## config.mk

```make
export PLATFORM = sky130hd
export DESIGN_NAME = uart_idx_ext
export DESIGN_NICKNAME = d
export VERILOG_FILES = /design/src/rtl/uart_idx_pkg.sv /design/src/rtl/uart_idx_decode.sv /design/src/rtl/uart_idx_regs.sv /design/src/rtl/uart_dtr_drive.sv /design/src/rtl/uart_idx_ext.sv
export SDC_FILE = /design/constraint.sdc
export NUM_CORES = 1
export LEC_CHECK = 0
export BUFFER_PORTS_ARGS = -buffer_cell sky130_fd_sc_hd__buf_2
export CORE_ASPECT_RATIO = 1.5
export CORE_UTILIZATION = 40
export CTS_CLUSTER_DIAMETER = 60
export DETAILED_ROUTE_END_ITERATION = 7
export GPL_TIMING_DRIVEN = 0
export PLACE_DENSITY = 0.7
export SYNTH_ARGS = -nofsm -noshare
export SYNTH_HDL_FRONTEND = slang
export SYNTH_SLANG_ARGS = --single-unit
```

## constraint.sdc

```tcl
create_clock -name clk -period 1.68 [get_ports clk]
set_input_delay 0.168 -clock clk [delete_from_list [all_inputs] [get_ports clk]]
set_output_delay 0.168 -clock clk [all_outputs]
set_load 0.1 [all_outputs]
```

## src/rtl/uart_idx_pkg.sv

```systemverilog
package uart_idx_pkg;

  localparam int REG_W = 8;

  // register slots (byte address >> 2)
  localparam int SLOT_FEAT  = 2;
  localparam int SLOT_LCTL  = 3;
  localparam int SLOT_MCTL  = 4;
  localparam int SLOT_STAT  = 5;
  localparam int SLOT_SCRA  = 7;

  localparam logic [REG_W-1:0] CFG_KEY = 8'hBF;
  localparam int XCTL_BIT  = 4;   // extended-control enable in feature reg
  localparam int DMODE_LO  = 3;   // DTR mode field [4:3]
  localparam logic [REG_W-1:0] AUXC_INDEX = 8'h00;
  localparam logic [1:0] DMODE_TXEN_LOW = 2'b10;

  typedef struct packed {
    logic feat;   // feature register (config view)
    logic lctl;   // line control
    logic mctl;   // modem control
    logic stat;   // line status passthrough
    logic val;    // indexed data window
    logic scra;   // plain scratch
    logic idx;    // index pointer
  } slot_sel_t;

  // pin level for the DTR output
  function automatic logic dtr_level(input logic [1:0] mode,
                                     input logic       mctl_dtr,
                                     input logic       tx_busy);
    if (mode == DMODE_TXEN_LOW) return ~tx_busy;
    return ~mctl_dtr;
  endfunction

  // transmitter occupancy: queue holds data or a character is still going out
  function automatic logic tx_occupied(input logic q_empty,
                                       input logic shift_busy);
    return (~q_empty) | shift_busy;
  endfunction

endpackage

```

## src/rtl/uart_idx_decode.sv

```systemverilog
module uart_idx_decode
  import uart_idx_pkg::*;
#(
  parameter int ADDR_W    = 5,
  parameter int REG_SHIFT = 2
) (
  input  logic [ADDR_W-1:0] addr,
  input  logic              cfg_view,
  input  logic              xctl_en,
  output slot_sel_t         sel
);
  localparam int SLOT_W = ADDR_W - REG_SHIFT;

  logic [SLOT_W-1:0] slot;
  logic              unused_addr_lo;

  assign slot           = addr[ADDR_W-1:REG_SHIFT];
  assign unused_addr_lo = ^addr[REG_SHIFT-1:0];

  always_comb begin
    sel      = '0;
    sel.feat = cfg_view && (slot == SLOT_W'(SLOT_FEAT));
    sel.lctl = (slot == SLOT_W'(SLOT_LCTL));
    sel.mctl = !cfg_view && (slot == SLOT_W'(SLOT_MCTL));
    sel.stat = !cfg_view && !xctl_en && (slot == SLOT_W'(SLOT_STAT));
    sel.val  = !cfg_view &&  xctl_en && (slot == SLOT_W'(SLOT_STAT));
    sel.scra = !cfg_view && !xctl_en && (slot == SLOT_W'(SLOT_SCRA));
    sel.idx  = !cfg_view &&  xctl_en && (slot == SLOT_W'(SLOT_SCRA));
  end

endmodule

```

## src/rtl/uart_idx_regs.sv

```systemverilog
module uart_idx_regs
  import uart_idx_pkg::*;
(
  input  logic             clk,
  input  logic             rst_n,
  input  logic             wr,
  input  logic             rd,
  input  logic [REG_W-1:0] wdata,
  input  slot_sel_t        sel,
  input  logic [REG_W-1:0] line_status,
  output logic [REG_W-1:0] rdata,
  output logic             cfg_view,
  output logic             xctl_en,
  output logic             mctl_dtr,
  output logic [1:0]       dtr_mode
);
  logic [REG_W-1:0] lctl_q, mctl_q, scra_q, feat_q, idx_q, auxc_q;
  logic [REG_W-1:0] rd_val;

  // named write events
  logic wr_feat, wr_lctl, wr_mctl, wr_scra, wr_idx, wr_val, wr_auxc;
  logic idx_hits_auxc;

  assign idx_hits_auxc = (idx_q == AUXC_INDEX);
  assign wr_feat = wr && sel.feat;
  assign wr_lctl = wr && sel.lctl;
  assign wr_mctl = wr && sel.mctl;
  assign wr_scra = wr && sel.scra;
  assign wr_idx  = wr && sel.idx;
  assign wr_val  = wr && sel.val;
  assign wr_auxc = wr_val && idx_hits_auxc;

  always_ff @(posedge clk) begin
    if (!rst_n) begin
      lctl_q <= '0;
      mctl_q <= '0;
      scra_q <= '0;
      feat_q <= '0;
      idx_q  <= '0;
      auxc_q <= '0;
    end else begin
      if (wr_lctl) lctl_q <= wdata;
      if (wr_mctl) mctl_q <= wdata;
      if (wr_scra) scra_q <= wdata;
      if (wr_feat) feat_q <= wdata;
      if (wr_idx)  idx_q  <= wdata;
      if (wr_auxc) auxc_q <= wdata;
    end
  end

  always_comb begin
    rd_val = '0;
    if (sel.feat) rd_val = feat_q;
    if (sel.lctl) rd_val = lctl_q;
    if (sel.mctl) rd_val = mctl_q;
    if (sel.stat) rd_val = line_status;
    if (sel.scra) rd_val = scra_q;
    if (sel.idx)  rd_val = idx_q;
    if (sel.val)  rd_val = idx_hits_auxc ? auxc_q : '0;
  end

  assign rdata    = rd ? rd_val : '0;
  assign cfg_view = (lctl_q == CFG_KEY);
  assign xctl_en  = feat_q[XCTL_BIT];
  assign mctl_dtr = mctl_q[0];
  assign dtr_mode = auxc_q[DMODE_LO +: 2];

  AST_SEL_ONEHOT: assert property (@(posedge clk) disable iff (!rst_n)
    $onehot0(sel));
  AST_FEAT_GATED: assert property (@(posedge clk) disable iff (!rst_n)
    !(wr && sel.feat) |=> $stable(feat_q));
  AST_SCRA_KEPT: assert property (@(posedge clk) disable iff (!rst_n)
    !(wr && sel.scra) |=> $stable(scra_q));
  AST_AUXC_GATED: assert property (@(posedge clk) disable iff (!rst_n)
    !(wr && sel.val) |=> $stable(auxc_q));
  AST_AUXC_OTHER_IDX: assert property (@(posedge clk) disable iff (!rst_n)
    (wr && sel.val && (idx_q != AUXC_INDEX)) |=> $stable(auxc_q));
  AST_READ_NO_SIDE: assert property (@(posedge clk) disable iff (!rst_n)
    !wr |=> ($stable(lctl_q) && $stable(mctl_q) && $stable(idx_q) &&
             $stable(feat_q)));

endmodule

```

## src/rtl/uart_dtr_drive.sv

```systemverilog
module uart_dtr_drive
  import uart_idx_pkg::*;
(
  input  logic       clk,
  input  logic       rst_n,
  input  logic [1:0] dtr_mode,
  input  logic       mctl_dtr,
  input  logic       txq_empty,
  input  logic       shift_busy,
  output logic       dtr_pin
);
  logic tx_busy;
  logic txen_mode;
  logic dtr_q;

  assign tx_busy   = tx_occupied(txq_empty, shift_busy);
  assign txen_mode = (dtr_mode == DMODE_TXEN_LOW);

  always_ff @(posedge clk) begin
    if (!rst_n) dtr_q <= 1'b1;
    else        dtr_q <= dtr_level(dtr_mode, mctl_dtr, tx_busy);
  end

  assign dtr_pin = dtr_q;

  AST_DTR_TXEN_LOW: assert property (@(posedge clk) disable iff (!rst_n)
    (txen_mode && (!txq_empty || shift_busy)) |=> !dtr_pin);
  AST_DTR_TXEN_IDLE: assert property (@(posedge clk) disable iff (!rst_n)
    (txen_mode && txq_empty && !shift_busy) |=> dtr_pin);
  AST_DTR_COMPAT: assert property (@(posedge clk) disable iff (!rst_n)
    !txen_mode |=> (dtr_pin == !$past(mctl_dtr)));

endmodule

```

## src/rtl/uart_idx_ext.sv

```systemverilog
module uart_idx_ext
  import uart_idx_pkg::*;
#(
  parameter int ADDR_W    = 5,
  parameter int REG_SHIFT = 2
) (
  input  logic              clk,
  input  logic              rst_n,
  input  logic [ADDR_W-1:0] bus_addr,
  input  logic              bus_wr,
  input  logic              bus_rd,
  input  logic [7:0]        bus_wdata,
  output logic [7:0]        bus_rdata,
  input  logic [7:0]        line_status_i,
  input  logic              txq_empty_i,
  input  logic              tx_shift_busy_i,
  output logic              dtr_pin_o
);
  slot_sel_t  sel;
  logic       cfg_view;
  logic       xctl_en;
  logic       mctl_dtr;
  logic [1:0] dtr_mode;

  uart_idx_decode #(.ADDR_W(ADDR_W), .REG_SHIFT(REG_SHIFT)) u_decode (
    .addr     (bus_addr),
    .cfg_view (cfg_view),
    .xctl_en  (xctl_en),
    .sel      (sel)
  );

  uart_idx_regs u_regs (
    .clk         (clk),
    .rst_n       (rst_n),
    .wr          (bus_wr),
    .rd          (bus_rd),
    .wdata       (bus_wdata),
    .sel         (sel),
    .line_status (line_status_i),
    .rdata       (bus_rdata),
    .cfg_view    (cfg_view),
    .xctl_en     (xctl_en),
    .mctl_dtr    (mctl_dtr),
    .dtr_mode    (dtr_mode)
  );

  uart_dtr_drive u_dtr (
    .clk        (clk),
    .rst_n      (rst_n),
    .dtr_mode   (dtr_mode),
    .mctl_dtr   (mctl_dtr),
    .txq_empty  (txq_empty_i),
    .shift_busy (tx_shift_busy_i),
    .dtr_pin    (dtr_pin_o)
  );

endmodule

```

==> qor.csv <==
metric;value;unit
status;complete, but fails checks;
violated checks;setup timing;
Initial Util;41.7;%
FP Rows;34;
syn_area_per_cell;8.25;um2
CTS tree;done;
R2R depth;8;
maximum vdd drop;0.401;mV
post-synthesis cell type count;39;
top cells by area, synth;dfxtp_1, a21oi_1, nand2_1;
Main synth FF type;dfxtp_1;
die span in x;65.4;um
Crit path depth;7;
Total GRT Usage;25.6;%
combinational share of power;13.3;%
Setup CP Type;reg2out;
Crit. Startpoint;u_regs.lctl_q[7]$_SDFFE_PN0P_;
Inserted Clock Buffers;5;
RSZ-0062 raised after global routing;yes;
final max-slew violation count;0;
EDFF count, synth;0;
Routed WL;7770;um
Setup violations, final;24;
R2R Path Start;u_regs.lctl_q[6]$_SDFFE_PN0P_;
min Tclk post-route;2.24;ns
DP Wirelength;5270;um
hold_sp;rst_n;
Crit path max-delay family;simple AND/OR/NAND/NOR gates;
worst path required time;1.51;ns
sequential power share;54.8;%
synthesis-to-finish area growth;40.7;%
Layout Utilization;58.6;%
Final Worst Setup Slack;-0.556;ns
LEAKAGE;1.10;nW
via-per-instance ratio;5.97;
Tcrit/Tclk final;133;%
port bufs;33;
clk slew on worst S/H paths;0.09;ns
antenna cell count;0;
CTS Buffer Depth;2;
Sw Share;27.6;%
Core Area;0.00579;mm2
die area;0.00635;mm2
Power Density;636;mW/mm2
vias in the first global route;2417;
DRT iter0 DRCs;133;
Layout Skew;0.0109;ns
CP bufs+invs;3;
pin count of the biggest net entering global routing;15;
global route total overflow;0;
I/O pin cnt;36;
hold crit path type;in2reg;
count leader, synth;dfxtp_1;
Psw;0.000595;W
Synth Register Bits;49;
first-pass GRT wire length;12200;um
Yosys Warn Count;0;
post-synthesis sequential area ratio;40.7;%
routed len/inst;18.4;um
CP max-delay cell;dfxtp_2;
final hold violation count;0;
H-Tree Depth;2;
antenna violations before repair;0;
CP endpoint kind;primary output;
clock sinks;49;
Final ANT Viol Nets;0;
Clock Power Share;31.9;%
mapped cell area;0.00241;mm2
synth cell count leaders;dfxtp_1, nand2_1, a21oi_1;
Worst Path Max Fanout;7;
layout cell share with drive strength beyond 1;33.5;%
max-cap viol count;0;
crit path launch type;flip-flop;
crit path DAT;2.07;ns
Total Nets Final;375;
number of remaining DRC errors;0;
DR pass1 iterations;4;
internal power;0.00156;W
fmax;0.447;GHz
worst-skew pair later-pin latency;0.31;ns
DP Worst Slack;-0.787;ns
Synth top area share;40.7;%
Syn Nets;319;
Cells after Synth;292;
root buf cell;clkbuf_8;
max incr delay on CP;0.38;ns
cts hold-fix bufs;0;
vias after detailed routing;2513;
hold path depth;2;
Synth area leader;dfxtp_1;
CP Cell Sequence;and4_1 -> buf_6 -> and3_4 -> buf_8 -> a22oi_2 -> a311oi_4 -> buf_12;
worst-margin pin slew;0.720;ns
fraction of registers with async set/reset;0;%
GPL Wtd Cong;0.863;
Die Y;97.1;um
Max transition margin;51.9;%
## placed cells by master (no fill, tap or decap), types with 2 or more instances in the layout
cell and count:
a211oi_4 2, a21oi_1 36, a21oi_2 5, a22oi_1 5, a22oi_2 2, a311oi_4 7
and2_1 2, and4b_1 2, buf_12 10, buf_2 27, buf_4 13, buf_6 5
clkbuf_1 8, clkbuf_4 3, clkbuf_8 6, clkinv_2 2, dfxtp_1 40, dfxtp_2 8
inv_1 3, mux2_2 7, mux2i_1 16, nand2_1 44, nand3_1 23, nand3_2 4
nand3b_1 7, nand4_1 2, nor2_1 17, nor2b_1 3, nor3b_1 2, nor4_4 2
o211ai_1 7, o21ai_0 8
## final timing paths
check,endpoint,slack [ns]
setup / recovery,bus_rdata[5],-0.56
hold / removal,u_dtr.dtr_pin$_SDFF_PN1_,0.06
setup reg to reg,u_regs.scra_q[3]$_SDFFE_PN0P_,-0.25
hold reg to reg,u_regs.feat_q[7]$_SDFFE_PN0P_,0.46
## kinds of logic after synthesis
family | after synthesis | synth area share, %
AO/OA/AOI/OAI | 82 | 22.1
flip-flops | 49 | 40.7
AND/OR/NAND/NOR | 114 | 23.1
multiplexers | 23 | 9.92
buffers and inverters | 24 | 4.21
## power groups by stage
| stage | sequential, W | clock (W) | combinational (W) |
|---|---|---|---|
| 6_report | 0.00118 | 0.000687 | 0.000288 |
| 4_1_cts | 0.00118 | 0.000693 | 0.000277 |
| 3_5_place_dp | 0.00121 | 0 | 0.000248 |
| 2_1_floorplan | 0.00121 | 0 | 0.000151 |
| 5_1_grt | 0.00118 | 0.000755 | 0.000303 |
| 3_3_place_gp | 0.00121 | 0 | 0.000245 |
## through the flow
step | hold WS, ns | cells | setup TNS (ns) | cell area [um2] | power (W)
2_1_floorplan | 0.257 | 292 | -4.57 | 2600 | 0.00136
4_1_cts | 0.0679 | 418 | -4.77 | 3300 | 0.00215
5_1_grt | 0.0674 | 421 | -8.16 | 3390 | 0.00224
3_3_place_gp | 0.380 | 397 | -9.71 | 2850 | 0.00145
6_report | 0.0638 | 421 | -6.06 | 3390 | 0.00216
3_5_place_dp | 0.385 | 397 | -10.05 | 2850 | 0.00146
## repair_timing
action | CTS | global route
cloned | 0 | 1
resized for setup | 62 | 16
pin swaps | 13 | 14
setup endpoints to repair | 32 | 49
setup buffers | 14 | 4
## layer usage
metal / global-route usage, % / share of wire (%) / up-vias
met1: 29.7 / 38 / 1212
met5: 0 / 0 / -
met2: 43.9 / 54 / 94
met3: 3.76 / 5.1 / 20
met4: 13.2 / 3.0 / 0
li1: - / - / 1187
## sequential cells by signal (all words and copies together) (netlist names)
name and count:
u_dtr.dtr_pin 1, u_regs.auxc_q 8, u_regs.feat_q 8, u_regs.idx_q 8
u_regs.lctl_q 8, u_regs.mctl_q 8, u_regs.scra_q 8
## cell type report
cell class,count,area [um2]
multi-input combinational,220,1640
clock inverter,2,10.0
fill,527,2390
timing repair buffer,51,457
clock buffer,6,72.6
inverter,3,11.3
sequential,49,995
buffer,18,119
tap,72,90.1
No activity file was read; power rests on OpenSTA's default activity.
